File: config.mk
export PLATFORM = sky130hd
export DESIGN_NAME = fp_round_pack
export DESIGN_NICKNAME = d
export VERILOG_FILES = /design/src/rtl/fpr_pkg.sv /design/src/rtl/fpr_align.sv /design/src/rtl/fpr_incr.sv /design/src/rtl/fpr_pack.sv /design/src/rtl/fp_round_pack.sv
export SDC_FILE = /design/constraint.sdc
export NUM_CORES = 1
export LEC_CHECK = 0
export BUFFER_PORTS_ARGS = -buffer_cell sky130_fd_sc_hd__buf_2
export CAP_MARGIN = 25
export CORE_ASPECT_RATIO = 1.75
export CORE_MARGIN = 3
export CORE_UTILIZATION = 29
export DETAILED_ROUTE_END_ITERATION = 8
export PLACE_DENSITY_LB_ADDON = 0.3
export SYNTH_ARGS = -nofsm -noshare
export SYNTH_HDL_FRONTEND = slang
export SYNTH_SLANG_ARGS = --single-unit
File: constraint.sdc
create_clock -name vclk -period 11.3
set_clock_uncertainty 0.05 [all_clocks]
set_input_delay 1.13 -clock vclk [all_inputs]
set_output_delay 1.13 -clock vclk [all_outputs]
set_load 0.005 [all_outputs]
File: src/rtl/fpr_pkg.sv
package fpr_pkg;

   typedef enum logic [1:0] {
      RM_NEAR = 2'd0,
      RM_ZERO = 2'd1,
      RM_UP   = 2'd2,
      RM_DOWN = 2'd3
   } rmode_e;

   // true when the mode moves the magnitude away from zero for this sign
   function automatic logic away_from_zero(input logic [1:0] rm, input logic sgn);
      return (rm == RM_UP && !sgn) || (rm == RM_DOWN && sgn);
   endfunction

endpackage

File: src/rtl/fpr_align.sv
module fpr_align #(
   parameter int FRAC_W = 52,
   parameter int EXT_W  = 14
) (
   input  logic signed [EXT_W-1:0] exp_i,
   input  logic [FRAC_W:0]         mant_i,
   input  logic [2:0]              grs_i,
   output logic [FRAC_W:0]         keep_o,
   output logic                    rbit_o,
   output logic                    sticky_o,
   output logic                    tiny_o
);
   localparam int W    = FRAC_W + 4;
   localparam int SH_W = $clog2(W + 1);

   logic signed [EXT_W:0] sh_wide;
   logic [SH_W-1:0]       sh_c;
   logic [W-1:0]          lvl [SH_W+1];
   logic                  stk [SH_W+1];

   assign tiny_o  = exp_i < $signed(EXT_W'(1));
   assign sh_wide = (EXT_W+1)'(1) - (EXT_W+1)'(exp_i);

   always_comb begin
      if (!tiny_o)
         sh_c = '0;
      else if (sh_wide > W)
         sh_c = SH_W'(W);
      else
         sh_c = sh_wide[SH_W-1:0];
   end

   assign lvl[0] = {mant_i, grs_i};
   assign stk[0] = 1'b0;

   // logarithmic right shifter; each stage folds its dropped bits into sticky
   for (genvar k = 0; k < SH_W; k++) begin : g_stage
      localparam int AMT = 1 << k;
      localparam logic [W-1:0] MASK = (AMT >= W) ? {W{1'b1}} : ~({W{1'b1}} << AMT);
      assign lvl[k+1] = sh_c[k] ? (lvl[k] >> AMT) : lvl[k];
      assign stk[k+1] = stk[k] | (sh_c[k] & (|(lvl[k] & MASK)));
   end

   assign keep_o   = lvl[SH_W][W-1:3];
   assign rbit_o   = lvl[SH_W][2];
   assign sticky_o = (|lvl[SH_W][1:0]) | stk[SH_W];

   always_comb begin
      if (!tiny_o) begin
         assert_pass_through_R7: assert (keep_o == mant_i && rbit_o == grs_i[2]
                                          && sticky_o == (|grs_i[1:0]))
            else $error("normal exponent altered the significand");
      end
   end
endmodule

File: src/rtl/fpr_incr.sv
module fpr_incr
   import fpr_pkg::*;
#(
   parameter int FRAC_W = 52
) (
   input  logic [1:0]        rmode_i,
   input  logic              sign_i,
   input  logic [FRAC_W:0]   keep_i,
   input  logic              rbit_i,
   input  logic              sticky_i,
   output logic [FRAC_W+1:0] sum_o,
   output logic              inexact_o
);
   logic inc;

   assign inexact_o = rbit_i | sticky_i;

   always_comb begin
      unique case (rmode_e'(rmode_i))
         RM_NEAR: inc = rbit_i & (sticky_i | keep_i[0]);
         RM_ZERO: inc = 1'b0;
         RM_UP:   inc = !sign_i & inexact_o;
         RM_DOWN: inc = sign_i & inexact_o;
         default: inc = 1'b0;
      endcase
   end

   assign sum_o = {1'b0, keep_i} + (FRAC_W+2)'(inc);

   always_comb begin
      if (rmode_i == RM_ZERO) begin
         assert_truncate_R2: assert (sum_o[FRAC_W:0] == keep_i && !sum_o[FRAC_W+1])
            else $error("toward-zero grew the magnitude");
      end
      if (!inexact_o) begin
         assert_exact_kept_R10: assert (sum_o == {1'b0, keep_i})
            else $error("exact value was changed");
      end
   end
endmodule

File: src/rtl/fpr_pack.sv
module fpr_pack
   import fpr_pkg::*;
#(
   parameter int EXP_W  = 11,
   parameter int FRAC_W = 52,
   parameter int EXT_W  = 14
) (
   input  logic [1:0]              rmode_i,
   input  logic                    sign_i,
   input  logic signed [EXT_W-1:0] exp_i,
   input  logic                    tiny_i,
   input  logic                    zero_i,
   input  logic [FRAC_W+1:0]       sum_i,
   input  logic                    inexact_i,
   output logic [EXP_W+FRAC_W:0]   result_o,
   output logic                    ovf_o,
   output logic                    unf_o,
   output logic                    inx_o
);
   localparam int EMAX  = (1 << EXP_W) - 1;
   localparam int MAG_W = EXP_W + FRAC_W;
   localparam logic [MAG_W-1:0] MAG_INF = {{EXP_W{1'b1}}, {FRAC_W{1'b0}}};
   localparam logic [MAG_W-1:0] MAG_MAX = {{(EXP_W-1){1'b1}}, 1'b0, {FRAC_W{1'b1}}};

   logic                  carry;
   logic signed [EXT_W:0] exp_after;
   logic                  to_inf;
   logic [MAG_W-1:0]      mag_norm, mag_tiny, mag;

   assign carry     = sum_i[FRAC_W+1];
   assign exp_after = (EXT_W+1)'(exp_i) + (EXT_W+1)'(carry);
   assign ovf_o     = !zero_i && !tiny_i && (exp_after >= $signed((EXT_W+1)'(EMAX)));
   assign to_inf    = (rmode_i == RM_NEAR) || away_from_zero(rmode_i, sign_i);

   assign mag_norm  = {exp_after[EXP_W-1:0], sum_i[FRAC_W-1:0]};
   assign mag_tiny  = {{(EXP_W-1){1'b0}}, sum_i[FRAC_W:0]};

   always_comb begin
      if (zero_i)      mag = '0;
      else if (ovf_o)  mag = to_inf ? MAG_INF : MAG_MAX;
      else if (tiny_i) mag = mag_tiny;
      else             mag = mag_norm;
   end

   assign result_o = {sign_i, mag};
   assign inx_o    = !zero_i && (ovf_o || inexact_i);
   assign unf_o    = !zero_i && tiny_i && inexact_i;

   always_comb begin
      if (carry && !zero_i) begin
         assert_carry_clears_R4: assert (sum_i[FRAC_W-1:0] == '0)
            else $error("carry left fraction bits set");
      end
      if (ovf_o) begin
         assert_sat_value_R5: assert (result_o[MAG_W-1:0] == MAG_INF
                                      || result_o[MAG_W-1:0] == MAG_MAX)
            else $error("overflow result is neither infinity nor max");
         assert_no_overflow_inx_R6: assert (inx_o)
            else $error("overflow without inexact");
      end
      if (unf_o) begin
         assert_unf_tiny_R9: assert (tiny_i && inx_o)
            else $error("underflow on a non-tiny or exact result");
      end
   end
endmodule

File: src/rtl/fp_round_pack.sv
module fp_round_pack #(
   parameter int EXP_W  = 11,
   parameter int FRAC_W = 52,
   parameter int EXT_W  = 14
) (
   input  logic [1:0]              rmode_i,
   input  logic                    sign_i,
   input  logic signed [EXT_W-1:0] exp_i,
   input  logic [FRAC_W:0]         mant_i,
   input  logic [2:0]              grs_i,
   output logic [EXP_W+FRAC_W:0]   result_o,
   output logic                    ovf_o,
   output logic                    unf_o,
   output logic                    inx_o
);
   localparam int MAG_W = EXP_W + FRAC_W;

   if (EXP_W < 3) begin : g_bad_exp
      $error("EXP_W must be at least 3");
   end
   if (FRAC_W < 2) begin : g_bad_frac
      $error("FRAC_W must be at least 2");
   end
   if (EXT_W < EXP_W + 2) begin : g_bad_ext
      $error("EXT_W needs two bits of headroom over EXP_W");
   end

   logic                zero;
   logic [FRAC_W:0]     keep;
   logic                rbit, sticky, tiny, inexact;
   logic [FRAC_W+1:0]   sum;

   assign zero = (mant_i == '0) && (grs_i == '0);

   fpr_align #(.FRAC_W(FRAC_W), .EXT_W(EXT_W)) u_align (
      .exp_i   (exp_i),
      .mant_i  (mant_i),
      .grs_i   (grs_i),
      .keep_o  (keep),
      .rbit_o  (rbit),
      .sticky_o(sticky),
      .tiny_o  (tiny)
   );

   fpr_incr #(.FRAC_W(FRAC_W)) u_incr (
      .rmode_i  (rmode_i),
      .sign_i   (sign_i),
      .keep_i   (keep),
      .rbit_i   (rbit),
      .sticky_i (sticky),
      .sum_o    (sum),
      .inexact_o(inexact)
   );

   fpr_pack #(.EXP_W(EXP_W), .FRAC_W(FRAC_W), .EXT_W(EXT_W)) u_pack (
      .rmode_i  (rmode_i),
      .sign_i   (sign_i),
      .exp_i    (exp_i),
      .tiny_i   (tiny),
      .zero_i   (zero),
      .sum_i    (sum),
      .inexact_i(inexact),
      .result_o (result_o),
      .ovf_o    (ovf_o),
      .unf_o    (unf_o),
      .inx_o    (inx_o)
   );

   always_comb begin
      if (zero) begin
         assert_zero_clean_R11: assert (result_o[MAG_W-1:0] == '0 && !ovf_o && !unf_o && !inx_o)
            else $error("zero input gave nonzero result or flags");
      end
      assert_no_nan_R12: assert (!(result_o[MAG_W-1:FRAC_W] == '1 && result_o[FRAC_W-1:0] != '0))
         else $error("NaN pattern produced");
   end
endmodule

==> metrics.txt <==
# TYPE chip_impl_metric gauge
chip_impl_metric{name="max-cap-violations",unit=""} 0
chip_impl_metric{name="critical_path_peak_fanout",unit=""} 28
chip_impl_metric{name="max_stage_delay",unit="ns"} 0.54
chip_impl_metric{name="finalCriticalPeriod",unit="ns"} 11.03
chip_impl_metric{name="grt_usage",unit="%"} 44.9
chip_impl_metric{name="number_of_global_route_vias_before_repair",unit=""} 14452
chip_impl_metric{name="synth_xor_xnor_area_share",unit="%"} 3.18
chip_impl_metric{name="postRouteAntennaNets",unit=""} 0
chip_impl_metric{name="yosys.cell_types.count",unit=""} 110
chip_impl_metric{name="cts_hold_repair_buffers",unit=""} 0
chip_impl_metric{name="grt_max_degree",unit=""} 42
chip_impl_metric{name="syn-cell-area",unit="um^2"} 9070
chip_impl_metric{name="hold_slack",unit="ns"} 2.39
chip_impl_metric{name="critical_path.n_buffers_inverters",unit=""} 5
chip_impl_metric{name="floorplan.die.width",unit="um"} 140
chip_impl_metric{name="gr-total-overflow",unit=""} 0
chip_impl_metric{name="die_area",unit="um^2"} 33500
chip_impl_metric{name="max_slew_margin",unit="%"} 21.7
chip_impl_metric{name="totalWireLength",unit="mm"} 78.7
chip_impl_metric{name="gp_routability_congestion",unit=""} 1.10
chip_impl_metric{name="synth_simple_gate_area_share",unit="%"} 40.2
chip_impl_metric{name="synth.net_count",unit=""} 1536
chip_impl_metric{name="layout-area-overhead-vs-synth",unit="%"} 27.2
chip_impl_info{name="worst_setup_path_startpoint",value="exp_i[2]"} 1
chip_impl_metric{name="number_of_clock_tree_buffers_in_the_layout",unit=""} 0
chip_impl_metric{name="synth_cells",unit=""} 1457
chip_impl_metric{name="initial_antenna_violation_count",unit=""} 8
chip_impl_info{name="synth.largest_area_cell",value="sky130_fd_sc_hd__nand2_1"} 1
chip_impl_metric{name="port-buffer-count",unit=""} 140
chip_impl_metric{name="detailedPlacementHpwl",unit="mm"} 62.9
chip_impl_metric{name="setup_violations",unit=""} 0
chip_impl_info{name="status",value="finished, final reports clean"} 1
chip_impl_metric{name="viasPerCell",unit=""} 7.17
chip_impl_info{name="path_delay_family",value="simple AND/OR/NAND/NOR gates"} 1
chip_impl_metric{name="timing.final.hold_violations",unit=""} 0
chip_impl_metric{name="drtPass1Iterations",unit=""} 7
chip_impl_metric{name="total_drc_errors_in_the_routed_layout",unit=""} 0
chip_impl_metric{name="post-synth-top-area-fraction",unit="%"} 6.33
chip_impl_metric{name="rows",unit=""} 85
chip_impl_metric{name="synth.avg_cell_area",unit="um^2"} 6.23
chip_impl_metric{name="ffs_latches",unit=""} 0
chip_impl_metric{name="final.period_utilization",unit="%"} 97.6
chip_impl_metric{name="required_time_of_the_critical_path",unit="ns"} 10.12
chip_impl_metric{name="initialDrtViolationCount",unit=""} 1757
chip_impl_metric{name="drv_slew",unit=""} 0
chip_impl_metric{name="grt_pass1_wl",unit="mm"} 110
chip_impl_metric{name="io_pins",unit=""} 140
chip_impl_metric{name="core_region_area",unit="um^2"} 30800
chip_impl_info{name="combinational_family_with_the_most_area_after_synthesis",value="compound AO/OA/AOI/OAI gates"} 1
chip_impl_metric{name="critPathArrivalTime",unit="ns"} 9.85
chip_impl_metric{name="synthAdderAreaFrac",unit="%"} 0.827
chip_impl_metric{name="fill_cell_instance_count_of_the_final_layout",unit=""} 3480
chip_impl_info{name="worst_path_most_repeated_cell",value="sky130_fd_sc_hd__nand2_1"} 1
chip_impl_metric{name="fp.dieH",unit="um"} 240
chip_impl_metric{name="seq_area",unit="um^2"} 0
chip_impl_metric{name="design.final.nets",unit=""} 1753
chip_impl_metric{name="detail_route.wl_per_cell",unit="um"} 38.0
chip_impl_info{name="min-delay-path-class",value="input pin to output pin"} 1
chip_impl_metric{name="compound_cell_area_share_of_the_yosys_netlist",unit="%"} 43.4
chip_impl_info{name="crit_slowest_cell",value="sky130_fd_sc_hd__or4_4"} 1
chip_impl_info{name="path_class",value="input pin to output pin"} 1
chip_impl_metric{name="post_synth_mux_area_share",unit="%"} 4.73
chip_impl_info{name="layout_common_cells",value="sky130_fd_sc_hd__buf_4, sky130_fd_sc_hd__nand2_1, sky130_fd_sc_hd__buf_2"} 1
chip_impl_metric{name="timing.fmax",unit="GHz"} 0.0906
chip_impl_info{name="critical_path.endpoint_type",value="output pin"} 1
chip_impl_metric{name="worst_pin_slew",unit="ns"} 1.17
chip_impl_info{name="synth_top_cells_by_area",value="sky130_fd_sc_hd__nand2_1, sky130_fd_sc_hd__nor2_1, sky130_fd_sc_hd__a21oi_1, sky130_fd_sc_hd__nor3_1, sky130_fd_sc_hd__nand3_1"} 1
chip_impl_metric{name="dr_total_vias",unit=""} 14849
chip_impl_info{name="startpoint_type",value="input pin"} 1
chip_impl_metric{name="floorplan.initialDensity",unit="%"} 29.4
chip_impl_metric{name="synth_sequential_area_ratio",unit="%"} 0
chip_impl_metric{name="finalCoreUtilization",unit="%"} 37.4
chip_impl_info{name="min_from",value="sign_i"} 1
chip_impl_metric{name="synth.yosys.warnings",unit=""} 0
chip_impl_info{name="layout.cells.most_common",value="sky130_fd_sc_hd__buf_4"} 1
chip_impl_metric{name="drive_gt1_share",unit="%"} 27.8
[path summary, 6_finish.rpt]
path	to	slack, ns	cells after the start
setup / recovery	result_o[19]	0.27	36
hold / removal	result_o[63]	2.39	2
[cells in the mapped netlist, types with 16 or more instances]
cell,n
sky130_fd_sc_hd__nand2_1,153
sky130_fd_sc_hd__nor2_1,129
sky130_fd_sc_hd__a21oi_1,89
sky130_fd_sc_hd__nor3_1,84
sky130_fd_sc_hd__clkbuf_1,78
sky130_fd_sc_hd__nand3_1,75
sky130_fd_sc_hd__o21ai_0,60
sky130_fd_sc_hd__nor4_1,50
sky130_fd_sc_hd__a31oi_1,48
sky130_fd_sc_hd__o22ai_1,43
sky130_fd_sc_hd__o211ai_1,31
sky130_fd_sc_hd__a211oi_1,29
sky130_fd_sc_hd__mux2i_1,29
sky130_fd_sc_hd__nand4_1,29
sky130_fd_sc_hd__or3_1,26
sky130_fd_sc_hd__buf_2,24
sky130_fd_sc_hd__and3_1,21
sky130_fd_sc_hd__and2_1,17
sky130_fd_sc_hd__inv_1,17
sky130_fd_sc_hd__xnor2_1,17
sky130_fd_sc_hd__xor2_1,16
[per-stage QoR]
step	std cells	cell area (um^2)	worst slack (ns)	TNS, ns
global placement	2055	11300	-0.0208	-0.0208
detailed placement	2055	11300	-0.0334	-0.0334
floorplan	1457	9070	0.332	0
CTS	2055	11300	0.0106	0
global route	2065	11500	-0.0350	-0.114
finish	2070	11500	0.266	0
[cell type report]
type | count | area, um^2 | share of cell area, %
repair buffers | 343 | 2350 | 20.4
multi-input cells | 1311 | 8620 | 74.7
well taps | 391 | 489 | 4.24
inverters | 18 | 67.6 | 0.585
diodes | 7 | 17.5 | 0.152
[logic make-up after synthesis]
family | after synthesis
xor+xnor | 33
fa+ha+maj | 6
compound gates | 538
simple gates | 693
buf+inv | 146
mux | 41
[routing by layer]
metal | wire length (um) | part of all wire (%) | vias to the layer above | GRT usage (%)
met5 | 13 | 0.017 | - | 0
met4 | 11000 | 14 | 2 | 47.5
met3 | 6360 | 8.1 | 450 | 11.1
met2 | 37100 | 47 | 1161 | 76.3
met1 | 24200 | 31 | 7018 | 42.0
li1 | - | - | 6218 | -
[what timing repair did]
| item | 4_1_cts | 5_1_grt |
|---|---|---|
| resized for setup | 1 | 42 |
| buffers inserted | 0 | 5 |
| setup endpoints to repair | 1 | 55 |
| pin swaps | 1 | 10 |
